## src/rtl/cwa_pkg.sv

```systemverilog
package cwa_pkg;

  typedef enum logic [1:0] {
    TMR_IDLE  = 2'd0,
    TMR_ARMED = 2'd1,
    TMR_COUNT = 2'd2
  } tmr_state_t;

  // saturating increment of a bit counter held as an int
  function automatic int unsigned sat_step(int unsigned cur, int unsigned top);
    return (cur >= top) ? top : cur + 1;
  endfunction

  // edge index at which a pulse ends, given arm edge, count and close edge
  function automatic int unsigned pulse_end_edge(int unsigned arm_edge,
                                                 int unsigned count,
                                                 int unsigned close_edge);
    int unsigned a;
    int unsigned b;
    a = arm_edge + count + 1;
    b = close_edge + 1;
    return (a > b) ? a : b;
  endfunction

endpackage

```

## src/rtl/cwa_edge.sv

```systemverilog
module cwa_edge (
  input  logic clk,
  input  logic rst_n,
  input  logic sclk,
  input  logic tfs_n,
  output logic sclk_fall,
  output logic frame_start,
  output logic frame_end,
  output logic frame_open
);
  logic sclk_q;
  logic tfs_q;

  always_ff @(posedge clk) begin
    if (!rst_n) begin
      sclk_q <= 1'b0;
      tfs_q  <= 1'b1;
    end else begin
      sclk_q <= sclk;
      tfs_q  <= tfs_n;
    end
  end

  assign sclk_fall   = sclk_q & ~sclk;
  assign frame_start = tfs_q & ~tfs_n;
  assign frame_end   = ~tfs_q & tfs_n;
  assign frame_open  = ~tfs_q;
endmodule

```

## src/rtl/cwa_shift.sv

```systemverilog
module cwa_shift #(
  parameter int WORD_W   = 8,
  parameter int ARM_EDGE = 6
) (
  input  logic              clk,
  input  logic              rst_n,
  input  logic              sclk_fall,
  input  logic              in_frame,
  input  logic              sdin,
  input  logic              frame_start,
  input  logic              frame_end,
  output logic [WORD_W-1:0] ctrl_word,
  output logic              sw_req,
  output logic              arm
);
  import cwa_pkg::*;

  localparam int BC_MAX = WORD_W + 1;
  localparam int BC_W   = $clog2(BC_MAX + 1);
  localparam logic [BC_W-1:0] BC_FULL = BC_W'(WORD_W);
  localparam logic [BC_W-1:0] BC_ARM  = BC_W'(ARM_EDGE - 1);

  logic [WORD_W-1:0] shreg;
  logic [BC_W-1:0]   bitcnt;
  logic              take_bit;
  logic              commit;

  assign take_bit = sclk_fall & in_frame & ~frame_start;
  assign arm      = take_bit & (bitcnt == BC_ARM);
  assign commit   = frame_end & (bitcnt == BC_FULL);
  assign sw_req   = commit & shreg[WORD_W-1];

  always_ff @(posedge clk) begin
    if (!rst_n) begin
      shreg  <= '0;
      bitcnt <= '0;
    end else if (frame_start) begin
      bitcnt <= '0;
    end else if (take_bit) begin
      shreg  <= {shreg[WORD_W-2:0], sdin};
      bitcnt <= BC_W'(sat_step(int'(bitcnt), BC_MAX));
    end
  end

  always_ff @(posedge clk) begin
    if (!rst_n)      ctrl_word <= '0;
    else if (commit) ctrl_word <= shreg;
  end
endmodule

```

## src/rtl/cwa_timer.sv

```systemverilog
module cwa_timer #(
  parameter int CNT_W = 16
) (
  input  logic             clk,
  input  logic             rst_n,
  input  logic             frame_start,
  input  logic             frame_end,
  input  logic             frame_open,
  input  logic             arm,
  input  logic [CNT_W-1:0] acq_count,
  input  logic             sw_req,
  input  logic             hw_start,
  output logic             pulse_active,
  output logic             expire,
  output logic             conv_start
);
  import cwa_pkg::*;

  tmr_state_t       state;
  logic [CNT_W-1:0] cnt;
  logic             sw_pending;
  logic             cnt_zero;

  assign cnt_zero     = (cnt == '0);
  assign pulse_active = (state != TMR_IDLE);
  assign expire       = (state == TMR_COUNT) & cnt_zero & ~frame_open & ~frame_start;

  always_ff @(posedge clk) begin
    if (!rst_n) begin
      state <= TMR_IDLE;
      cnt   <= '0;
    end else if (frame_start) begin
      state <= TMR_ARMED;
      cnt   <= '0;
    end else begin
      unique case (state)
        TMR_ARMED: begin
          if (arm) begin
            state <= TMR_COUNT;
            cnt   <= acq_count;
          end else if (frame_end) begin
            state <= TMR_COUNT;
            cnt   <= '0;
          end
        end
        TMR_COUNT: begin
          if (!cnt_zero)   cnt   <= cnt - 1'b1;
          else if (expire) state <= TMR_IDLE;
        end
        default: state <= TMR_IDLE;
      endcase
    end
  end

  always_ff @(posedge clk) begin
    if (!rst_n) begin
      sw_pending <= 1'b0;
      conv_start <= 1'b0;
    end else begin
      if (sw_req)      sw_pending <= 1'b1;
      else if (expire) sw_pending <= 1'b0;
      conv_start <= hw_start | (expire & sw_pending);
    end
  end
endmodule

```

## src/rtl/ctl_write_acq.sv

```systemverilog
module ctl_write_acq #(
  parameter int WORD_W   = 8,
  parameter int CNT_W    = 16,
  parameter int ARM_EDGE = 6
) (
  input  logic              clk,
  input  logic              rst_n,
  input  logic              sclk,
  input  logic              sdin,
  input  logic              tfs_n,
  input  logic              hw_start,
  input  logic [CNT_W-1:0]  acq_count,
  output logic [WORD_W-1:0] ctrl_word,
  output logic              pulse_active,
  output logic              conv_start
);
  logic sclk_fall;
  logic frame_start;
  logic frame_end;
  logic frame_open;
  logic arm;
  logic sw_req;
  logic expire;

  cwa_edge u_edge (
    .clk         (clk),
    .rst_n       (rst_n),
    .sclk        (sclk),
    .tfs_n       (tfs_n),
    .sclk_fall   (sclk_fall),
    .frame_start (frame_start),
    .frame_end   (frame_end),
    .frame_open  (frame_open)
  );

  cwa_shift #(.WORD_W(WORD_W), .ARM_EDGE(ARM_EDGE)) u_shift (
    .clk         (clk),
    .rst_n       (rst_n),
    .sclk_fall   (sclk_fall),
    .in_frame    (~tfs_n),
    .sdin        (sdin),
    .frame_start (frame_start),
    .frame_end   (frame_end),
    .ctrl_word   (ctrl_word),
    .sw_req      (sw_req),
    .arm         (arm)
  );

  cwa_timer #(.CNT_W(CNT_W)) u_timer (
    .clk          (clk),
    .rst_n        (rst_n),
    .frame_start  (frame_start),
    .frame_end    (frame_end),
    .frame_open   (frame_open),
    .arm          (arm),
    .acq_count    (acq_count),
    .sw_req       (sw_req),
    .hw_start     (hw_start),
    .pulse_active (pulse_active),
    .expire       (expire),
    .conv_start   (conv_start)
  );
endmodule

```

## config.mk

```make
export PLATFORM = sky130hd
export DESIGN_NAME = ctl_write_acq
export DESIGN_NICKNAME = d
export VERILOG_FILES = /design/src/rtl/cwa_pkg.sv /design/src/rtl/cwa_edge.sv /design/src/rtl/cwa_shift.sv /design/src/rtl/cwa_timer.sv /design/src/rtl/ctl_write_acq.sv
export SDC_FILE = /design/constraint.sdc
export NUM_CORES = 1
export LEC_CHECK = 0
export ABC_AREA = 1
export BUFFER_PORTS_ARGS = -buffer_cell sky130_fd_sc_hd__buf_2
export CORE_ASPECT_RATIO = 1.4
export CORE_MARGIN = 2
export CORE_UTILIZATION = 57
export DETAILED_ROUTE_END_ITERATION = 6
export GPL_ROUTABILITY_DRIVEN = 0
export GPL_TIMING_DRIVEN = 1
export HOLD_SLACK_MARGIN = 0.08
export PLACE_DENSITY = 0.79
export SLEW_MARGIN = 20
export SYNTH_ARGS = -nofsm -noshare
export SYNTH_HDL_FRONTEND = slang
export SYNTH_SLANG_ARGS = --single-unit
```

## constraint.sdc

```tcl
create_clock -name clk -period 2.2 [get_ports clk]
set_input_delay 0.66 -clock clk [delete_from_list [all_inputs] [get_ports clk]]
set_output_delay 0.66 -clock clk [all_outputs]
set_load 0.1 [all_outputs]
```

## After elaboration in Yosys (flattened, before gate mapping)

Index checks and enable logic that the tools add are counted.

| word-level totals | value |
|---|---|
| flip-flop bits (word level) | 42 |
| bits in latches | 0 |
| bits in writable memories | 0 |
| memory bits (read-only) | 0 |
| output and inout port bits | 10 |
| logic and storage cells | 64 |
| memories kept | 0 |

| operators by class | value |
|---|---|
| add/sub/neg operators | 2 |
| multipliers | 0 |
| div/mod/pow operators | 0 |
| magnitude comparators | 1 |
| eq/ne operators | 11 |
| shifts and indexed selects | 0 |
| multiplexer cells | 13 |
| bitwise operators | 18 |
| reduce and logical (&&, ||, !) cells | 9 |

Operator list:

| operator | number |
|---|---|
| $mux 16 | 3 |
| $pmux 16 s2 | 1 |
| $logic_not 16->1 | 1 |
| $sub 16x1->16 const B | 1 |
| $and 1x1->1 | 12 |
| $reduce_and 3->1 | 3 |
| $mux 2 | 4 |
| $ne 3x1->1 const B | 2 |
| $reduce_bool 2->1 | 3 |
| $not 1->1 | 5 |
| $add 4x1->4 const B | 1 |
| $eq 4x3->1 const B | 1 |
| $eq 4x4->1 const B | 1 |
| $ge 4x4->1 const B | 1 |
| $mux 4 | 1 |
| $ne 2x1->1 const B | 2 |
| $ne 4x3->1 const B | 1 |
| $pmux 2 s2 | 1 |
| $mux 1 | 3 |
| $ne 3x3->1 const B | 1 |
| $eq 2x1->1 const B | 1 |
| $eq 2x2->1 const B | 1 |
| $ne 2x2->1 const B | 1 |
| $reduce_and 2->1 | 1 |
| 2 further kinds | 2 |

## Depth between registers and ports, before layout

| depth | value |
|---|---|
| depth after elaboration | 8 |
| gate-level depth with buffers | 13 |
| depth with buffers taken out | 13 |

## Hierarchy

From an unflattened synthesis, not the netlist that was laid out.

| second synthesis, totals | value |
|---|---|
| cell total of the unflattened synthesis | 371 |
| area total of the unflattened synthesis | 2,372.3 µm² |

By module, submodules not included:

| module | instances | cells an instance | area each (µm²) | sequential area each (µm²) |
|---|---|---|---|---|
| cwa_timer | 1 | 249 | 1,437.6 | 400.4 |
| cwa_shift | 1 | 110 | 857.1 | 400.4 |
| cwa_edge | 1 | 11 | 73.8 | 40.0 |
| ctl_write_acq | 1 | 1 | 3.8 | 0.0 |

## Worst setup path before layout

No wires, ideal clock.

| timing path | value |
|---|---|
| kind | input to register |
| from | input port tfs_n |
| to | register u_timer.cnt[5] |
| library setup time | 64 ps |
| arrival | 1,846 ps |
| slack | 290 ps |
| cell stages on the path | 12 |
| path through | inv_2 -> ha_1 -> inv_2 -> nand2_2 -> nor2_4 -> nand2_2 -> nand2_2 -> nand2_4 -> nand2_4 -> buf_6 -> o21ai_1 -> nor2_1 |

| between the ends | value |
|---|---|
| longest elaborated chain between the ends | 7 |

Ends and longest elaborated chain:

| what | RTL line | source |
|---|---|---|
| from (decl) | ctl_write_acq.sv:10 | `input logic tfs_n,` |
| $not 1->1 (*) | cwa_edge.sv:25 | `assign frame_start = tfs_q & ~tfs_n;` |
| $and 1x1->1 (*) | cwa_edge.sv:25 |  |
| named net frame_start | ctl_write_acq.sv:18 | `logic frame_start;` |
| $not 1->1 (no line) | -- |  |
| $and 1x1->1 | cwa_shift.sv:28 | `assign take_bit = sclk_fall & in_frame & ~frame_start;` |
| $and 1x1->1 | cwa_shift.sv:29 | `assign arm = take_bit & (bitcnt == BC_ARM);` |
| $ne 3x3->1 (no line) or $mux 16 (tied branches) | -- |  |
| $reduce_and 3->1 (no line) or $pmux 16 s2 (tied branches) | -- |  |
| to (signal assigned) | cwa_timer.sv:40 | `cnt <= acq_count;` |
| to (signal assigned) | cwa_timer.sv:47 | `if (!cnt_zero) cnt <= cnt - 1'b1;` |
| to (decl) | cwa_timer.sv:20 | `logic [CNT_W-1:0] cnt;` |

Mark *: on every way through the listed nets, which the timed path passes. The rest lies on a longest branch.
A chain may end at the register's enable or synchronous reset.

## Worst setup path after layout

| timing path | value |
|---|---|
| from | register u_timer.state[1] |
| to | output port pulse_active |

| between the ends | value |
|---|---|
| longest elaborated chain between the ends | 1 |

Ends and longest elaborated chain:

| what | RTL line | source |
|---|---|---|
| from (decl) | cwa_timer.sv:19 | `tmr_state_t state;` |
| from (signal assigned) | cwa_timer.sv:30 | `state <= TMR_IDLE;` |
| from (signal assigned) | cwa_timer.sv:33 | `state <= TMR_ARMED;` |
| from (signal assigned) | cwa_timer.sv:39 | `state <= TMR_COUNT;` |
| $reduce_bool 2->1 | cwa_timer.sv:25 | `assign pulse_active = (state != TMR_IDLE);` |
| to (decl) | ctl_write_acq.sv:14 | `output logic pulse_active,` |

Every way passes these cells.

==> metrics.yaml <==
layout:
  stdcell_area_sq_um: 2664
  areaGrowthSynthToFinish_pct: 13.18
  num_antenna_cells: 0
  finalCoreUtilization_pct: 67.39
  drive_gt1_share_pct: 19.05
  n_fill_cell: 374
  fin_nets: 427
  final_cell_mix: "nor2_1, nand2_1, dfxtp_1"
  layout_commonest_cell: "nor2_1"
sta:
  finalHoldViolations: 0
  max_freq_mhz: 534.8
  slew_violations: 0
  fin_ws_ns: 0.3303
  finalSetupTns_ns: 0
  fin_skew_ns: 0.004458
  worstMarginPinSlew_ns: 0.5039
  rsz0062_at_grt: "no"
  relSlewSlack_pct: 66.29
  fin_crit_ns: 1.870
  fin_crit_sh_pct: 84.99
  setup_violations: 0
route:
  drtAntennaViolNets: 0
  drc: 0
  vias: 2359
  avgViaCountPerCell: 5.337
  initialDrtViolationCount: 106
  dr.pass1.iters: 4
  wl_um: 5566
  wl_per_cell_um: 12.59
clock_tree:
  cts.clk_slew.worst_paths_ns: 0.08
  post_cts_resized: 0
  clock_path_buffers: 2
  hold_buffers: 0
  numCtsBuffers: 5
  post-cts-setup-buffer-count: 0
  root_buffer: "clkbuf_8"
  cts_sinks: 42
  insertion_delay_ns: 0.29
  cts_max_level: 2
  cts_tree: "done"
power:
  switching_share_pct: 26.40
  p_comb_share_pct: 11.9
  power_w: 0.001475
  ir_drop_mv: 0.5490
  seq_power_share_pct: 53.0
  power.switching_w: 0.0003893
  power_frac_clock_pct: 35.1
  power.density_nw_per_um2: 553.6
  p_int_w: 0.001085
  p_leak_nw: 1.431
setup_path:
  end_kind: "output port"
  max_stage_delay_ns: 0.33
  crit_arrival_ns: 1.21
  cp_top_family: "flip-flops"
  critPathMaxFanout: 3
  cp_cell_sequence: "or2_2 > buf_2"
  required_ns: 1.54
  worst-path-buf-inv: 1
  critical-path-slowest-cell: "dfxtp_1"
  startpoint_type: "register"
  crit_type: "reg -> out"
place:
  place_hpwl_um: 4177
  io_buffers: 31
  post-place-ws_ns: 0.1416
  dpl_cell_area_sq_um: 2569
yosys:
  synth_cell_type_count: 32
  synth.avg_cell_area_sq_um: 6.483
  yosysTopAreaCellShare_pct: 35.73
  synth_area_leaders: "dfxtp_1, nor2_1, nand2_1"
  synth_cells: 363
  seq_area_frac_synth_pct: 35.73
  syn_area_sq_um: 2354
  ys_ff_latch: 42
  syn_nets: 392
  synth_warnings: 0
  synth_area_leader_cell: "dfxtp_1"
die:
  core_sq_um: 3953
  die_w_um: 58.31
  ioPinCount: 32
  die_area_sq_um: 4666
  die_y_um: 80.03
  start_util_pct: 59.54
  num_rows: 27
global_routing:
  grt_start_max_net_pins: 27
  antenna_found_initial: 0
  grt_pass1_vias: 2231
  grt_usage_pct: 26.11
  grt_pass1_wl_um: 9480
  overflow: 0
worst_hold_path:
  hold_path.class: "reg -> reg"
status:
  run_status: "complete, no violations"
run:
  maxCapViolations: 0
[layer usage]
| layer | routed length (um) | share of wire (%) | track usage [%] |
|---|---|---|---|
| met5 | 0 | 0 | 0 |
| met4 | 95 | 1.7 | 10.00 |
| met3 | 254 | 4.6 | 3.890 |
| met2 | 3048 | 55 | 48.54 |
| met1 | 2168 | 39 | 28.80 |
[cell usage after synthesis]
library cell and count:
nor2_1 78, nand2_1 74, dfxtp_1 42, inv_1 31, nand3_1 31, o21ai_0 24
inv_2 10, nand4_1 9, o21ai_1 8, ha_1 7, a21oi_1 6, clkbuf_1 6
nand2_2 5, a21oi_2 4, buf_2 4, nand2_4 3, nor2_2 3, nor2_4 2
nor3_1 2, o22ai_1 2, a211oi_1 1, a31oi_1 1, a41oi_1 1, and2_1 1
buf_6 1, clkinv_1 1, nand3b_1 1, nor3_2 1, o211ai_1 1, or2_2 1
xnor2_1 1, xor2_1 1
[through the flow]
stage / std cells / hold WS (ns)
after global routing: 442 / 0.5065
after CTS: 442 / 0.4732
after detailed placement: 434 / 0.4624
after global placement: 434 / 0.4495
after floorplan: 363 / 0.4383
final: 442 / 0.4709
[power groups by stage]
stage	Combinational [W]	Clock [W]	Sequential, W
after floorplan	0.000120	0	0.000804
after CTS	0.000176	0.000530	0.000782
final	0.000175	0.000517	0.000782
after global placement	0.000174	0	0.000799
after global routing	0.000199	0.000560	0.000784
after detailed placement	0.000175	0	0.000800
[cells by family after synthesis]
kind of cell    Yosys count  share of synthesized area [%]
xor+xnor                  2                         0.7444
fa+ha+maj                 7                          3.721
simple gates            211                          39.45
flops                    42                          35.73
compound gates           48                          11.38
buf+inv                  53                          8.984
[sequential cells by signal (all words and copies together) (netlist names)]
signal / flops
u_timer.sw_pending: 1
u_shift.bitcnt: 4
u_timer.conv_start: 1
u_shift.ctrl_word: 8
u_timer.state: 2
u_timer.cnt: 16
u_edge.sclk_q: 1
u_edge.tfs_q: 1
u_shift.shreg: 8
[area by class of cell]
| type | instances | area, sq um | area share [%] |
|---|---|---|---|
| repair buffers | 39 | 215.2 | 8.079 |
| well taps | 43 | 53.80 | 2.020 |
| flip-flops and latches | 42 | 840.8 | 31.56 |
| clock inverters | 2 | 12.51 | 0.4697 |
| inverters | 42 | 157.7 | 5.918 |
| clock buffers | 6 | 82.58 | 3.100 |
| multi-input cells | 268 | 1301 | 48.85 |
[tightest hold or removal path: cells and delay by family (launching register included)]
family	cells	cell delay, ns
simple gates	1	0.06
compound gates	1	0.05
flops	1	0.31
[worst paths after layout]
kind	endpoint	depth (start not counted)	from	slack (ns)
max	pulse_active	2	u_timer.state[1]	0.33
max reg2reg	u_timer.cnt[10]	10	u_timer.cnt[0]	0.52
min reg2reg	u_timer.sw_pending	2	u_timer.sw_pending	0.47
min	u_timer.sw_pending	2	u_timer.sw_pending	0.47
Note: power is estimated with default switching activity, not from simulation.
